<file path="config.mk">
export PLATFORM = sky130hd
export DESIGN_NAME = spireg_bank
export DESIGN_NICKNAME = d
export VERILOG_FILES = /design/src/rtl/spireg_pkg.sv /design/src/rtl/spireg_sync.sv /design/src/rtl/spireg_link.sv /design/src/rtl/spireg_store.sv /design/src/rtl/spireg_bank.sv
export SDC_FILE = /design/constraint.sdc
export NUM_CORES = 1
export LEC_CHECK = 0
export ABC_AREA = 1
export BUFFER_PORTS_ARGS = -buffer_cell sky130_fd_sc_hd__buf_2
export CELL_PAD_IN_SITES_DETAIL_PLACEMENT = 1
export CELL_PAD_IN_SITES_GLOBAL_PLACEMENT = 1
export CORE_ASPECT_RATIO = 1.5
export CORE_MARGIN = 2
export CORE_UTILIZATION = 37
export DETAILED_ROUTE_END_ITERATION = 16
export PLACE_DENSITY_LB_ADDON = 0.1
export SLEW_MARGIN = 10
export SYNTH_ARGS = -nofsm -noshare
export SYNTH_HDL_FRONTEND = slang
export SYNTH_HIERARCHICAL = 1
export SYNTH_SLANG_ARGS = --single-unit
</file>
<file path="constraint.sdc">
create_clock -name clk_i -period 2.14 [get_ports clk_i]
set_input_delay 0.428 -clock clk_i [delete_from_list [all_inputs] [get_ports clk_i]]
set_output_delay 0.428 -clock clk_i [all_outputs]
set_load 0.005 [all_outputs]
</file>
<file path="src/rtl/spireg_pkg.sv">
package spireg_pkg;
  typedef enum logic [0:0] {
    PH_CMD  = 1'b0,
    PH_DATA = 1'b1
  } spireg_phase_e;
endpackage

</file>
<file path="src/rtl/spireg_sync.sv">
module spireg_sync #(
  parameter int              WIDTH   = 3,
  parameter int              STAGES  = 2,
  parameter logic [WIDTH-1:0] RST_VAL = '0
) (
  input  logic             clk_i,
  input  logic             rst_i,
  input  logic [WIDTH-1:0] d_i,
  output logic [WIDTH-1:0] q_o
);
  logic [WIDTH-1:0] stage_q [STAGES];

  for (genvar s = 0; s < STAGES; s++) begin : g_stage
    if (s == 0) begin : g_first
      always_ff @(posedge clk_i) begin
        if (rst_i) stage_q[s] <= RST_VAL;
        else       stage_q[s] <= d_i;
      end
    end else begin : g_next
      always_ff @(posedge clk_i) begin
        if (rst_i) stage_q[s] <= RST_VAL;
        else       stage_q[s] <= stage_q[s-1];
      end
    end
  end

  assign q_o = stage_q[STAGES-1];
endmodule

</file>
<file path="src/rtl/spireg_link.sv">
module spireg_link
  import spireg_pkg::*;
#(
  parameter int NUM_REGS = 24,
  parameter int DATA_W   = 8,
  parameter int ADDR_W   = 5
) (
  input  logic              clk_i,
  input  logic              rst_i,
  input  logic              csb_s_i,
  input  logic              sck_s_i,
  input  logic              si_s_i,
  input  logic [DATA_W-1:0] rd_data_i,
  output logic [ADDR_W-1:0] ptr_o,
  output logic              wr_en_o,
  output logic [ADDR_W-1:0] wr_addr_o,
  output logic [DATA_W-1:0] wr_data_o,
  output logic              so_o,
  output logic              so_oe_o
);
  localparam int BIT_CW   = $clog2(DATA_W);
  localparam int RW_BIT   = DATA_W - 1;
  localparam int MODE_BIT = DATA_W - 2;

  logic              sck_d_q;
  logic [BIT_CW-1:0] bit_q;
  logic [DATA_W-1:0] rx_q;
  logic [DATA_W-1:0] tx_q;
  spireg_phase_e     phase_q;
  logic              rd_q;
  logic [ADDR_W-1:0] ptr_q;
  logic              oe_q;
  logic              wr_en_q;
  logic [ADDR_W-1:0] wr_addr_q;
  logic [DATA_W-1:0] wr_data_q;

  logic              sck_rise;
  logic              sck_fall;
  logic              last_bit;
  logic [DATA_W-1:0] rx_full;

  function automatic logic [ADDR_W-1:0] next_ptr(input logic [ADDR_W-1:0] a);
    if (int'(a) >= NUM_REGS - 1) return '0;
    return a + 1'b1;
  endfunction

  assign sck_rise = sck_s_i & ~sck_d_q;
  assign sck_fall = ~sck_s_i & sck_d_q;
  assign last_bit = (bit_q == BIT_CW'(DATA_W - 1));
  assign rx_full  = {rx_q[DATA_W-2:0], si_s_i};

  always_ff @(posedge clk_i) begin
    if (rst_i) begin
      sck_d_q   <= 1'b0;
      bit_q     <= '0;
      rx_q      <= '0;
      tx_q      <= '0;
      phase_q   <= PH_CMD;
      rd_q      <= 1'b0;
      ptr_q     <= '0;
      oe_q      <= 1'b0;
      wr_en_q   <= 1'b0;
      wr_addr_q <= '0;
      wr_data_q <= '0;
    end else begin
      sck_d_q <= sck_s_i;
      wr_en_q <= 1'b0;
      if (csb_s_i) begin
        bit_q   <= '0;
        phase_q <= PH_CMD;
        rd_q    <= 1'b0;
        oe_q    <= 1'b0;
      end else begin
        if (sck_rise) begin
          rx_q  <= rx_full;
          bit_q <= last_bit ? '0 : bit_q + 1'b1;
          if (last_bit) begin
            if (phase_q == PH_CMD) begin
              phase_q <= PH_DATA;
              rd_q    <= rx_full[RW_BIT];
              if (rx_full[MODE_BIT]) ptr_q <= rx_full[ADDR_W-1:0];
            end else begin
              ptr_q <= next_ptr(ptr_q);
              if (!rd_q) begin
                wr_en_q   <= 1'b1;
                wr_addr_q <= ptr_q;
                wr_data_q <= rx_full;
              end
            end
          end
        end
        if (sck_fall && phase_q == PH_DATA && rd_q) begin
          if (bit_q == '0) begin
            tx_q <= rd_data_i;
            oe_q <= 1'b1;
          end else begin
            tx_q <= {tx_q[DATA_W-2:0], 1'b0};
          end
        end
      end
    end
  end

  assign ptr_o     = ptr_q;
  assign wr_en_o   = wr_en_q;
  assign wr_addr_o = wr_addr_q;
  assign wr_data_o = wr_data_q;
  assign so_o      = oe_q & tx_q[DATA_W-1];
  assign so_oe_o   = oe_q;
endmodule

</file>
<file path="src/rtl/spireg_store.sv">
module spireg_store #(
  parameter int                      NUM_REGS  = 24,
  parameter int                      NUM_CTRL  = 16,
  parameter int                      DATA_W    = 8,
  parameter int                      ADDR_W    = 5,
  parameter logic [NUM_REGS*DATA_W-1:0] RSVD_MASK = '0
) (
  input  logic                                 clk_i,
  input  logic                                 rst_i,
  input  logic                                 wr_en_i,
  input  logic [ADDR_W-1:0]                    wr_addr_i,
  input  logic [DATA_W-1:0]                    wr_data_i,
  input  logic [ADDR_W-1:0]                    rd_addr_i,
  input  logic [(NUM_REGS-NUM_CTRL)*DATA_W-1:0] stat_i,
  output logic [DATA_W-1:0]                    rd_data_o,
  output logic [NUM_CTRL*DATA_W-1:0]           ctrl_o
);
  logic [DATA_W-1:0] ctrl_q [NUM_CTRL];
  logic [DATA_W-1:0] view   [NUM_REGS];

  for (genvar g = 0; g < NUM_REGS; g++) begin : g_reg
    localparam logic [DATA_W-1:0] KEEP = ~RSVD_MASK[g*DATA_W +: DATA_W];
    if (g < NUM_CTRL) begin : g_ctrl
      always_ff @(posedge clk_i) begin
        if (rst_i)
          ctrl_q[g] <= '0;
        else if (wr_en_i && int'(wr_addr_i) == g)
          ctrl_q[g] <= wr_data_i & KEEP;
      end
      assign ctrl_o[g*DATA_W +: DATA_W] = ctrl_q[g];
      assign view[g] = ctrl_q[g];
    end else begin : g_stat
      assign view[g] = stat_i[(g-NUM_CTRL)*DATA_W +: DATA_W] & KEEP;
    end
  end

  assign rd_data_o = (int'(rd_addr_i) < NUM_REGS) ? view[rd_addr_i] : '0;
endmodule

</file>
<file path="src/rtl/spireg_bank.sv">
module spireg_bank #(
  parameter int NUM_REGS    = 24,
  parameter int NUM_CTRL    = 16,
  parameter int DATA_W      = 8,
  parameter int SYNC_STAGES = 2,
  parameter logic [NUM_REGS*DATA_W-1:0] RSVD_MASK =
      ((NUM_REGS*DATA_W)'(8'hF0) << (3*DATA_W))  |
      ((NUM_REGS*DATA_W)'(8'h80) << (15*DATA_W)) |
      ((NUM_REGS*DATA_W)'(8'h03) << (20*DATA_W))
) (
  input  logic                                 clk_i,
  input  logic                                 rst_i,
  input  logic                                 spi_csb_i,
  input  logic                                 spi_sck_i,
  input  logic                                 spi_si_i,
  output logic                                 spi_so_o,
  output logic                                 spi_so_oe_o,
  output logic [NUM_CTRL*DATA_W-1:0]           ctrl_o,
  input  logic [(NUM_REGS-NUM_CTRL)*DATA_W-1:0] stat_i
);
  localparam int ADDR_W = $clog2(NUM_REGS);

  logic [2:0]        pins_s;
  logic              csb_s;
  logic              sck_s;
  logic              si_s;
  logic [ADDR_W-1:0] addr_cnt;
  logic [DATA_W-1:0] rd_data;
  logic              wr_en;
  logic [ADDR_W-1:0] wr_addr;
  logic [DATA_W-1:0] wr_data;

  spireg_sync #(
    .WIDTH  (3),
    .STAGES (SYNC_STAGES),
    .RST_VAL(3'b100)
  ) u_sync (
    .clk_i(clk_i),
    .rst_i(rst_i),
    .d_i  ({spi_csb_i, spi_sck_i, spi_si_i}),
    .q_o  (pins_s)
  );

  assign {csb_s, sck_s, si_s} = pins_s;

  spireg_link #(
    .NUM_REGS(NUM_REGS),
    .DATA_W  (DATA_W),
    .ADDR_W  (ADDR_W)
  ) u_link (
    .clk_i    (clk_i),
    .rst_i    (rst_i),
    .csb_s_i  (csb_s),
    .sck_s_i  (sck_s),
    .si_s_i   (si_s),
    .rd_data_i(rd_data),
    .ptr_o    (addr_cnt),
    .wr_en_o  (wr_en),
    .wr_addr_o(wr_addr),
    .wr_data_o(wr_data),
    .so_o     (spi_so_o),
    .so_oe_o  (spi_so_oe_o)
  );

  spireg_store #(
    .NUM_REGS (NUM_REGS),
    .NUM_CTRL (NUM_CTRL),
    .DATA_W   (DATA_W),
    .ADDR_W   (ADDR_W),
    .RSVD_MASK(RSVD_MASK)
  ) u_store (
    .clk_i    (clk_i),
    .rst_i    (rst_i),
    .wr_en_i  (wr_en),
    .wr_addr_i(wr_addr),
    .wr_data_i(wr_data),
    .rd_addr_i(addr_cnt),
    .stat_i   (stat_i),
    .rd_data_o(rd_data),
    .ctrl_o   (ctrl_o)
  );
endmodule

</file>
==> Word level (Yosys, flattened, before mapping) <==
Memories as Yosys holds them, arrays and structs flattened.
Index checks and enable logic that the tools add are counted.
{ "word_totals": {"register_bits": 41, "mem_bits_rw": 134, "out_inout_bits": 130, "elab_cells": 179, "mem_count": 2} }
{ "mem_list": {"columns": ["name", "depth", "width", "read_ports", "rd_ports_with_merged_regs", "wr", "line", "source"], "rows": [
  ["u_store.ctrl_q", 16, 8, 16, 0, 16, "spireg_store.sv:18", "logic [DATA_W-1:0] ctrl_q [NUM_CTRL];"],
  ["u_sync.stage_q", 2, 3, 2, 0, 2, "spireg_sync.sv:11", "logic [WIDTH-1:0] stage_q [STAGES];"]
]} }
{ "op_classes": {"add_sub_neg": 2, "n_lt_le_gt_ge": 3, "eq_ne": 16, "mux": 86, "n_bitwise": 29, "reduce_logical": 30} }
{ "ops": {"columns": ["operator", "count"], "rows": [
  ["8-bit 2-to-1 mux", 20],
  ["1-bit 2-to-1 mux", 58],
  ["8-bit binary-select mux with 5-bit select", 1],
  ["5-bit == test, second input constant", 8],
  ["5-bit by 4-bit == test with 1-bit output, second input constant", 4],
  ["5-bit 2-to-1 mux", 4],
  ["1-bit logical AND", 18],
  ["1-bit bitwise OR", 18],
  ["5-bit by 3-bit == test with 1-bit output, second input constant", 2],
  ["3-bit 2-to-1 mux", 3],
  ["2-bit AND reduction", 4],
  ["1-bit inverter", 7],
  ["6-bit >= comparator, second input constant", 1],
  ["5-bit inverter with 6-bit output", 1],
  ["5-bit by 1-bit adder with 5-bit output, second input constant", 1],
  ["5-bit by 2-bit == test with 1-bit output, second input constant", 1],
  ["5-bit >= comparator, second input constant", 1],
  ["5-bit logical NOT", 1],
  ["5-bit < comparator, second input constant", 1],
  ["5-bit AND reduction", 1],
  ["5-bit OR reduction", 1],
  ["4-bit AND reduction", 1],
  ["3-bit by 1-bit adder with 3-bit output, second input constant", 1],
  ["1-bit AND", 3],
  ["other kinds (5)", 5]
]} }

==> Depth between registers and ports, before layout <==
Gate-level depths: netlist (run 1).
{ "logic_depth": {"depth_word": 9, "depth_mapped": 15, "mapped_depth_nobuf": 13} }

==> Hierarchy <==
The synthesis (run 1) kept the hierarchy.
{ "by_module_without_submodules": {"columns": ["mod", "n_inst", "cells_each", "area_each_um2"], "rows": [
  ["spireg_store", 1, 866, 6816.5],
  ["spireg_link", 1, 254, 1773.0],
  ["spireg_sync", 1, 19, 168.9]
]} }

==> Least setup slack after synthesis (run 1) <==
No wires, ideal clock.
{ "synth_path": {"path_kind": "input -> register", "from": "input rst_i", "to": "memory u_store.ctrl_q[0][0], enable pin", "arrival_ns": 1.313, "required_ns": 1.838, "slack_ns": 0.526, "cell_stages": 4, "cell_sequence": "inv_1 clkbuf_1 clkbuf_1 nand2_1"} }
{ "synth_rtl": {"columns": ["element", "line", "source"], "rows": [
  ["from (decl)", "spireg_bank.sv:12", "input logic rst_i,"],
  ["to (decl)", "spireg_store.sv:18", null]
]} }

==> Worst setup path in the final report (run 1) <==
{ "layout_path": {"from": "register u_link.ptr_q[1] (netlist: u_link/ptr_o[1])", "to": "register u_link.tx_q[0]"} }
{ "layout_via": {"elab_chain_cells": 6} }
{ "layout_rtl": {"columns": ["element", "line", "source"], "rows": [
  ["from (decl)", "spireg_link.sv:31", "logic [ADDR_W-1:0] ptr_q;"],
  ["from (signal assigned)", "spireg_link.sv:81", "if (rx_full[MODE_BIT]) ptr_q <= rx_full[ADDR_W-1:0];"],
  ["from (signal assigned)", "spireg_link.sv:83", "ptr_q <= next_ptr(ptr_q);"],
  ["5-bit inverter with 6-bit output (not written as such)", "spireg_store.sv:37", "assign rd_data_o = (int'(rd_addr_i) < NUM_REGS) ? view[rd_addr_i] : '0;"],
  ["8-bit binary-select mux with 5-bit select", "spireg_store.sv:37", null],
  ["8-bit 2-to-1 mux (not written as such) (2 in a row)", "spireg_store.sv:37", null],
  ["8-bit 2-to-1 mux (*)", "spireg_store.sv:37", null],
  ["net rd_data[0]", "spireg_bank.sv:28", "logic [DATA_W-1:0] rd_data;"],
  ["8-bit 2-to-1 mux (*)", "spireg_link.sv:93", "if (bit_q == '0) begin"],
  ["to (signal assigned)", "spireg_link.sv:94", "tx_q <= rd_data_i;"],
  ["to (signal assigned)", "spireg_link.sv:97", "tx_q <= {tx_q[DATA_W-2:0], 1'b0};"],
  ["to (decl)", "spireg_link.sv:28", "logic [DATA_W-1:0] tx_q;"]
]} }
The timed path passes the listed nets; every way through them passes the cells marked *. The select of a mux whose other input is x is not followed.
A chain may end at the register's enable or synchronous reset.

==> summary.md, run 1 <==
| Metric | Value |
|---|---|
| Status | `complete, no violations` |
| Pin count of the biggest net entering global routing | `46` |
| Worst-path clk slew | `0.07 ns` |
| Number of buffers added for setup after CTS | `0` |
| Clock share of power | `0.427` |
| Placement Setup Slack | `0.1588 ns` |
| Switch share | `0.2377` |
| Vias in the first global route | `8,245` |
| Wire per inst | `19.08 um` |
| Pins Over Slew Limit | `0` |
| Int Power | `0.005580 W` |
| Starting Density | `0.3730` |
| Fmax | `0.5064 GHz` |
| Synth cell types | `25` |
| Die Y-Extent | `192.4 um` |
| Final ANT Viol Nets | `0` |
| Slew margin rel. | `0.4714` |
| Root Buffer | `clkbuf_16` |
| Hold Path Origin | `spi_csb_i` |
| Top cell type's share of synthesized area | `0.4217` |
| Gate Count Post-Synth | `1,139` |
| Final setup viols | `0` |
| Critical Path RT | `2.51 ns` |
| Share of cells above drive strength 1 | `0.2117` |
| Routability cong. | `0.8876` |
| Clock latency on the worst-skew pair | `0.44 ns` |
| Clk sink count | `170` |
| Reg2reg start | `u_link/ptr_o[1]` |
| Critical path capture point type | `flip-flop` |
| Sequential share of the synthesized area | `0.5291` |
| Fin crit share | `0.9229` |
| Leading cell type in the layout, fill and taps excluded | `nand2_1` |
| Final setup margin | `0.1651 ns` |
| Least-Margin Pin Slew | `0.7920 ns` |
| PnR Total Power | `0.007320 W` |
| Num CTS Buffers | `17` |
| PwrDens | `677.7 mW/mm^2` |
| Post-Route Skew | `0.009958 ns` |
| Core outline area | `0.02348 mm^2` |
| Global Route Usage Sum | `0.2585` |
| Worst EP arrival | `2.35 ns` |
| Count of input and output buffers | `191` |
| Die ar. | `0.02494 mm^2` |
| N_diodes | `0` |
| Final Hold Fails | `0` |
| Global-route wire length before repair | `47,490 um` |
| Synth area leader | `edfxtp_1` |
| Std-Cell Rows | `69` |
| Crit start category | `flip-flop` |
| Layout area overhead | `23.33%` |
| Clock tree buffer depth | `2` |
| Post-DP HPWL | `23,790 um` |
| Max FO, Critical Path | `22` |
| VDD IR-drop max | `0.8416 mV` |
| Crit path from | `u_link/ptr_o[1]` |
| Switching pwr | `0.001740 W` |
| #FFs+latches synth | `170` |
| Drt drc | `0` |
| Synthesized area | `0.008758 mm^2` |
| Yosys warns | `6` |
| Leak pwr | `4.904 nW` |
| CTS H-tree lvls | `4` |
| Fillers | `3,018` |
| Sequential fraction of design power | `0.512` |
| Die Wd | `129.6 um` |
| Synth top area cells | `edfxtp_1 (42%), nand2_1 (12%), dfxtp_1 (11%)` |
| Maximum Capacitance Violations | `0` |
| GR Overflow Total | `0` |
| Avg Vias per Cell | `4.942` |
| Final Routed Wirelength | `31,760 um` |
| Initial antenna violation count | `0` |
| Most frequent cells in the layout | `nand2_1 (287), nor2_1 (234), buf_2 (191)` |
| Initial DRC count | `391` |
| Logic pwr share | `0.061` |
| Routed vias | `8,228` |
| DR pass1 iterations | `5` |
| Fin nets | `1,406` |
| I/O Pins | `199` |
| Setup CP Type | `flip-flop to flip-flop` |
| CTS tree | `done` |
| Syn_area_per_cell | `7.690 um^2` |
| Final min period | `1.975 ns` |
| RSZ-0062 raised after global routing | `yes` |
| Min-delay worst type | `input port to flip-flop` |
[state kept, by name, indices dropped and copies added, names as in the netlist]
name and count:
u_link/bit_q 3, u_link/phase_q 1, u_link/ptr_o 5, u_link/rd_q 1, u_link/rx_q 7, u_link/sck_d_q 1, u_link/so_oe_o 1, u_link/tx_q 8
u_link/wr_addr_o 5, u_link/wr_data_o 8, u_link/wr_en_o 1, u_store/ctrl_q 123, u_sync/stage_q 6
[final cells by class]
cell class	instances	area, um^2	share of cell area
flip-flops and latches	170	4638	0.4294
repair buffers	229	1316	0.1219
clock buffers	17	425.4	0.03938
multi-input cells	763	3289	0.3045
well taps	319	399.1	0.03695
clock inverters	15	162.7	0.01506
inverters	152	570.5	0.05282
[stage by stage]
step / hold WS, ns / instances / cell area (um^2) / utilization / setup TNS [ns]
CTS: 0.1524 / 1665 / 10800 / 0.4600 / 0
floorplan: 0.3865 / 1143 / 8773 / - / 0
detailed placement: 0.3991 / 1633 / 10210 / 0.4349 / 0
global route: 0.1748 / 1665 / 10800 / 0.4600 / -0.06085
global placement: 0.3908 / 1633 / 10210 / 0.4349 / 0
finish: 0.1731 / 1665 / 10800 / 0.4600 / 0
[power groups by stage]
stage / sequential (W) / clock [W] / combinational [W]
floorplan: 0.00379 / 0 / 0.000189
global placement: 0.00382 / 0 / 0.000439
detailed placement: 0.00382 / 0 / 0.000449
CTS: 0.00375 / 0.00319 / 0.000453
global route: 0.00376 / 0.00330 / 0.000504
finish: 0.00375 / 0.00313 / 0.000446
[per-layer routing]
metal  global-route usage  up-vias  wire length (um)
li1                     -     3977                 -
met1               0.2958     3980             12490
met2               0.4607      213             16700
met3              0.04796       58              1238
met4               0.1216        0              1334
met5                    0        -                 0
[Yosys cell counts (all sizes together)]
master and count:
nand4 11, o211ai 3, clkbuf 27, nand2 289, ha 4, a211oi 3
a21oi 20, nor4 1, nand3 107, o21ai 65, o22ai 5, clkinv 3
inv 149, dfxtp 47, buf 31, edfxtp 123, or2 9, conb 1
nor2 241
[what timing repair did]
| item | in CTS | in global routing |
|---|---|---|
| gates resized for setup | 0 | 0 |
| endpoints found under the setup margin | 0 | 1 |
| hold buffers | 0 | 0 |
[cells by family after synthesis]
family,synth area share
compound gates,0.05729
fa+ha+maj,0.005715
buf+inv,0.09700
flops,0.5291
other cells,0.0004282
simple gates,0.3104
[path summary, 6_finish.rpt]
| kind | to | cells after the start | slack, ns |
|---|---|---|---|
| setup reg to reg | u_link/tx_q[0] | 12 | 0.17 |
| hold / removal | u_sync/stage_q[0][2] | 3 | 0.17 |
| setup / recovery | u_link/tx_q[0] | 12 | 0.17 |
| hold reg to reg | u_sync/stage_q[1][0] | 2 | 0.40 |
[worst max-delay path, cell delays in order, from the launching register on]
cell	delay (ns)
dfxtp_1	0.34
inv_2	0.34
buf_4	0.30
nand3_1	0.14
nand2_1	0.11
nand2_1	0.07
nand3_1	0.09
nand3_1	0.07
nand2_1	0.07
inv_1	0.05
nor2_1	0.10
nand2_1	0.07
a21oi_1	0.14
(Power assumes the default switching activity.)
==> run 2: changes to the inputs <==
--- a/config.mk
+++ b/config.mk
@@ -7,13 +7,10 @@
 export LEC_CHECK = 0
 export ABC_AREA = 1
 export BUFFER_PORTS_ARGS = -buffer_cell sky130_fd_sc_hd__buf_2
-export CELL_PAD_IN_SITES_DETAIL_PLACEMENT = 1
-export CELL_PAD_IN_SITES_GLOBAL_PLACEMENT = 1
 export CORE_ASPECT_RATIO = 1.5
 export CORE_MARGIN = 2
 export CORE_UTILIZATION = 37
 export DETAILED_ROUTE_END_ITERATION = 16
-export PLACE_DENSITY_LB_ADDON = 0.1
 export SLEW_MARGIN = 10
 export SYNTH_ARGS = -nofsm -noshare
 export SYNTH_HDL_FRONTEND = slang
==> run 2 against run 1 <==
Register-to-register slack better by 0.06 ns. Largest power group unchanged. Fmax up 2.9%. Cell count down 0.42%. Clock power down 6.7%. First-iteration DRC count up 72%. Die area unchanged. Routed wire length down 14%. Design area down 0.81%. Global-route usage down 4.3 points. Critical path depth down 3. Sequential share of layout area up 0.36 points. Utilization down 0.37 points. Largest cell class unchanged.
==> summary.md, run 2 (synthesis results as in run 1) <==
| Metric | Value |
|---|---|
| Reg with most FFs | `u_store/ctrl_q` |
| Final setup margin | `0.2203 ns` |
| Setup TNS | `0 ns` |
| Clock share of power | `0.412` |
| Critical Path RT | `2.50 ns` |
| Global-route wire length before repair | `40,420 um` |
| Int Power | `0.005447 W` |
| Root Buffer | `clkbuf_16` |
| RSZ-0062 raised after global routing | `no` |
| Least-Margin Pin Slew | `0.7028 ns` |
| CTS Hold Bufs | `0` |
| Fin nets | `1,399` |
| Fin crit share | `0.8971` |
| N_diodes | `0` |
| VDD IR-drop max | `0.4085 mV` |
| Initial DRC count | `674` |
| Max FO, Critical Path | `26` |
| Initial antenna violation count | `0` |
| Wire per inst | `16.52 um` |
| Std-Cell Rows | `69` |
| Number of buffers added for setup after CTS | `0` |
| Switch share | `0.2324` |
| Routed vias | `8,008` |
| Sequential fraction of design power | `0.527` |
| Drt drc | `0` |
| DR pass1 iterations | `5` |
| Most frequent cells in the layout | `nand2_1 (287), nor2_1 (234), buf_2 (191)` |
| Final min period | `1.920 ns` |
| PwrDens | `662.3 mW/mm^2` |
| Critical-path cell list | `buf_4 -> o21ai_1 -> o211ai_1 -> nand3_1 -> nand2_1 -> inv_1 -> nor2_1 -> nand2_1 -> a21oi_1` |
| Pin count of the biggest net entering global routing | `52` |
| Routability cong. | `0.8850` |
| Post-Route Skew | `0.009482 ns` |
| Clock latency on the worst-skew pair | `0.43 ns` |
| Final Routed Wirelength | `27,400 um` |
| Placed inst area | `0.01016 mm^2` |
| Layout area overhead | `22.33%` |
| Worst EP arrival | `2.28 ns` |
| Clock tree buffer depth | `2` |
| Pins Over Slew Limit | `0` |
| Highest routed layer | `met4` |
| Number of cells after detailed placement | `1,626` |
| Met3 Wirelength | `1461 um` |
| Num CTS Buffers | `17` |
| Starting Density | `0.3730` |
| Largest stage delay, worst path | `0.50 ns` |
| CTS H-tree lvls | `4` |
| Final Instance Area | `0.01071 mm^2` |
| Largest register FFs | `123` |
| Die Y-Extent | `192.4 um` |
| CTS resizes | `0` |
| Final setup viols | `0` |
| Global Route Usage Sum | `0.2157` |
| Switching pwr | `0.001649 W` |
| Avg Vias per Cell | `4.830` |
| Slowest stage cell, crit path | `dfxtp_2` |
| CTS tree | `done` |
| Setup CP Type | `flip-flop to flip-flop` |
| Final ANT Viol Nets | `0` |
| Count of input and output buffers | `191` |
| Met1 wire length | `10,560 um` |
| Slew margin rel. | `0.5309` |
| Min-delay worst type | `input port to flip-flop` |
| Fmax | `0.5209 GHz` |
| Share of cells above drive strength 1 | `0.2084` |
| PnR Total Power | `0.007096 W` |
| Clk sink count | `170` |
| Critical path's most frequent cell | `nand2_1` |
| Core outline area | `0.02348 mm^2` |
| I/O Pins | `199` |
| Vias in the first global route | `7,452` |
| Fin cells | `1,658` |
| Placement Setup Slack | `0.2843 ns` |
| Final Hold Fails | `0` |
| Post-DP HPWL | `20,010 um` |
| Maximum Capacitance Violations | `0` |
| Leading cell type in the layout, fill and taps excluded | `nand2_1` |
| Logic pwr share | `0.062` |
| Die ar. | `0.02494 mm^2` |
| GR Overflow Total | `0` |
| Worst-path clk slew | `0.07 ns` |
| Routed length on met2 | `14,280 um` |
| Critical path capture point type | `flip-flop` |
| Crit start category | `flip-flop` |
| Die Wd | `129.6 um` |
| Status | `complete, no violations` |
| Leak pwr | `4.862 nW` |
## run 2: cell count changes in the layout (fill, tap and decap cells not counted), sizes merged
cell	previous run	this run
inv	156	153
bufinv	2	1
clkinv	7	10
clkbuf	17	18
buf	229	222
## run 2: metal layers
| metal | GRT usage | up-vias |
|---|---|---|
| li1 | - | 3970 |
| met1 | 0.2468 | 3723 |
| met2 | 0.3844 | 257 |
| met3 | 0.03576 | 58 |
| met4 | 0.1079 | 0 |
| met5 | 0 | - |
## run 2: power by group through the flow
stage | combinational [W] | clock (W) | sequential [W]
after floorplan | 0.000189 | 0 | 0.00379
after global placement | 0.000435 | 0 | 0.00381
after detailed placement | 0.000441 | 0 | 0.00381
after CTS | 0.000443 | 0.00298 | 0.00374
after global routing | 0.000494 | 0.00309 | 0.00375
final | 0.000439 | 0.00292 | 0.00374
## run 2: worst max-delay path: cells and delay by family, from the launching register on
kind                   cells  cell delay (ns)
AOI/OAI and AO/OA          3             0.51
and+or+nand+nor            4             0.40
DFF                        1             0.50
buffers and inverters      2             0.40
## run 2: area by class of cell
cell class,count,area (um^2)
Fill cell,2414,12770
Sequential cell,170,4639
Multi-Input combinational cell,763,3289
Timing Repair Buffer,222,1264
Inverter,152,570.5
Clock buffer,18,429.2
Tap cell,319,399.1
Clock inverter,14,122.6
## run 2: worst paths after layout
check | start | endpoint | slack, ns | depth (start not counted)
max | u_link/ptr_o[1] | u_link/tx_q[0] | 0.22 | 9
min | spi_csb_i | u_sync/stage_q[0][2] | 0.17 | 3
max reg2reg | u_link/ptr_o[1] | u_link/tx_q[0] | 0.22 | 9
min reg2reg | u_sync/stage_q[0][0] | u_sync/stage_q[1][0] | 0.40 | 2
## run 2: through the flow
stage | hold slack, ns | util
global route | 0.1853 | 0.4563
finish | 0.1717 | 0.4563
floorplan | 0.3865 | -
CTS | 0.1523 | 0.4563
global placement | 0.3898 | 0.4328
detailed placement | 0.3929 | 0.4328
==> run 3: changes to the inputs <==
--- a/config.mk
+++ b/config.mk
@@ -11,6 +11,7 @@
 export CORE_MARGIN = 2
 export CORE_UTILIZATION = 37
 export DETAILED_ROUTE_END_ITERATION = 16
+export PLACE_DENSITY = 0.65
 export SLEW_MARGIN = 10
 export SYNTH_ARGS = -nofsm -noshare
 export SYNTH_HDL_FRONTEND = slang
==> constraint.sdc (replaced) <==
create_clock -name clk_i -period 1.75 [get_ports clk_i]
set_input_delay 0.35 -clock clk_i [delete_from_list [all_inputs] [get_ports clk_i]]
set_output_delay 0.35 -clock clk_i [all_outputs]
set_load 0.005 [all_outputs]
==> run 3 against run 2 <==
Power grew 27%. Combinational power increased by 33%. Clock power grew 33%. Routed wire length increased by 2.9%. Die area unchanged. Critical endpoint is now u_link/tx_q[7].
==> summary.md, run 3 (synthesis results as in run 1) <==
| Metric | Value |
|---|---|
| Placed inst area | `0.01053 mm^2` |
| Vias in the first global route | `7,636` |
| Slowest stage cell, crit path | `dfxtp_4` |
| Routed vias | `8,252` |
| Final Routed Wirelength | `28,190 um` |
| Crit start category | `flip-flop` |
| Logic pwr share | `0.065` |
| CTS tree | `done` |
| Fin crit share | `0.9965` |
| Final ANT Viol Nets | `0` |
| DR pass1 iterations | `5` |
| Critical path's most frequent cell | `nand2_1` |
| Count of input and output buffers | `191` |
| Die Wd | `129.6 um` |
| Least-Margin Pin Slew | `0.4916 ns` |
| Sequential fraction of design power | `0.505` |
| Final setup margin | `0.006045 ns` |
| Largest register FFs | `123` |
| Core outline area | `0.02348 mm^2` |
| Placement Setup Slack | `0.04122 ns` |
| Fin cells | `1,696` |
| Routability cong. | `0.8806` |
| Final Hold Fails | `0` |
| Max FO, Critical Path | `13` |
| Worst-path clk slew | `0.07 ns` |
| Clock share of power | `0.430` |
| Min-delay worst type | `input port to flip-flop` |
| GR Overflow Total | `0` |
| VDD IR-drop max | `0.5828 mV` |
| Clock latency on the worst-skew pair | `0.44 ns` |
| I/O Pins | `199` |
| Die Y-Extent | `192.4 um` |
| Most frequent cells in the layout | `nand2_1 (282), nor2_1 (234), buf_2 (191)` |
| Global-route wire length before repair | `41,430 um` |
| N_diodes | `0` |
| Post-Route Skew | `0.01013 ns` |
| Root Buffer | `clkbuf_16` |
| PwrDens | `794.6 mW/mm^2` |
| Global Route Usage Sum | `0.2211` |
| Pins Over Slew Limit | `0` |
| Fin nets | `1,437` |
| Critical-path cell list | `buf_12 -> or2_2 -> nand3_1 -> nand3_1 -> nand3_1 -> nand2_1 -> nand2_1 -> nand2_1 -> nand2_1 -> nand2_1 -> nor2_1 -> nor2_1` |
| Final Instance Area | `0.01138 mm^2` |
| Fmax | `0.5734 GHz` |
| Critical Path RT | `2.07 ns` |
| Setup CP Type | `flip-flop to flip-flop` |
| Std-Cell Rows | `69` |
| Reg with most FFs | `u_store/ctrl_q` |
| Leak pwr | `5.183 nW` |
| CTS Hold Bufs | `0` |
| Die ar. | `0.02494 mm^2` |
| CTS H-tree lvls | `4` |
| Slew margin rel. | `0.6698` |
| Final min period | `1.744 ns` |
| Initial DRC count | `774` |
| Largest stage delay, worst path | `0.40 ns` |
| Status | `complete, no violations` |
| Initial antenna violation count | `0` |
| Switch share | `0.2381` |
| Leading cell type in the layout, fill and taps excluded | `nand2_1` |
| Starting Density | `0.3730` |
| Drt drc | `0` |
| Number of cells after detailed placement | `1,655` |
| Final setup viols | `0` |
| Int Power | `0.006887 W` |
| RSZ-0062 raised after global routing | `yes` |
| Critical path capture point type | `flip-flop` |
| Share of cells above drive strength 1 | `0.2426` |
| Clk sink count | `170` |
| Num CTS Buffers | `17` |
| Layout area overhead | `29.89%` |
| Post-DP HPWL | `20,390 um` |
| Wire per inst | `16.62 um` |
| Avg Vias per Cell | `4.866` |
| Maximum Capacitance Violations | `0` |
| Switching pwr | `0.002152 W` |
| Worst EP arrival | `2.07 ns` |
| Clock tree buffer depth | `2` |
| Pin count of the biggest net entering global routing | `37` |
## run 3: worst paths after layout
check	endpoint	from	depth (start not counted)	slack (ns)
min reg2reg	u_sync/stage_q[1][0]	u_sync/stage_q[0][0]	2	0.40
max reg2reg	u_link/tx_q[7]	u_link/ptr_o[0]	12	0.006
max	u_link/tx_q[7]	u_link/ptr_o[0]	12	0.006
min	u_sync/stage_q[0][2]	spi_csb_i	3	0.08
## run 3: critical path: cells and delay by family (launching register included)
family / cells / cell delay (ns)
and+or+nand+nor: 11 / 1.07
DFF: 1 / 0.40
buffers and inverters: 1 / 0.16
## run 3: stage by stage
step	utilization	TNS, ns	total power [W]	hold slack (ns)
3_5_place_dp	0.4484	0	0.005231	0.3933
3_3_place_gp	0.4484	0	0.005225	0.3905
4_1_cts	0.4763	0	0.009084	0.07273
5_1_grt	0.4844	-0.3829	0.009321	0.1088
6_report	0.4844	0	0.009039	0.08409
2_1_floorplan	-	0	0.004864	0.3865
## run 3: power by group through the flow
stage | clock (W) | sequential (W) | combinational, W
floorplan | 0 | 0.00463 | 0.000231
global placement | 0 | 0.00465 | 0.000572
detailed placement | 0 | 0.00465 | 0.000578
CTS | 0.00394 | 0.00457 | 0.000581
global route | 0.00409 | 0.00458 | 0.000651
finish | 0.00389 | 0.00457 | 0.000584
## run 3: layout make-up
type | count | area [um^2]
fill | 2341 | 12110
sequential | 170 | 4639
multi-input combinational | 763 | 3362
timing repair buffer | 260 | 1788
inverter | 152 | 575.6
clock buffer | 17 | 425.4
tap | 319 | 399.1
clock inverter | 15 | 186.4
## run 3: layer usage
metal,vias up,wire length [um],track usage
met5,-,0,0
met4,0,1018,0.1071
met3,48,1822,0.04741
met2,271,14790,0.3888
met1,3875,10560,0.2522
li1,4058,-,-
## run 3: repair_timing
item / in CTS / in global routing
cloned: 1 / 3
hold endpoints to repair: 0 / 0
pin swaps: 0 / 2
resized for setup: 2 / 26
endpoints found under the setup margin: 1 / 9
setup buffers: 0 / 5
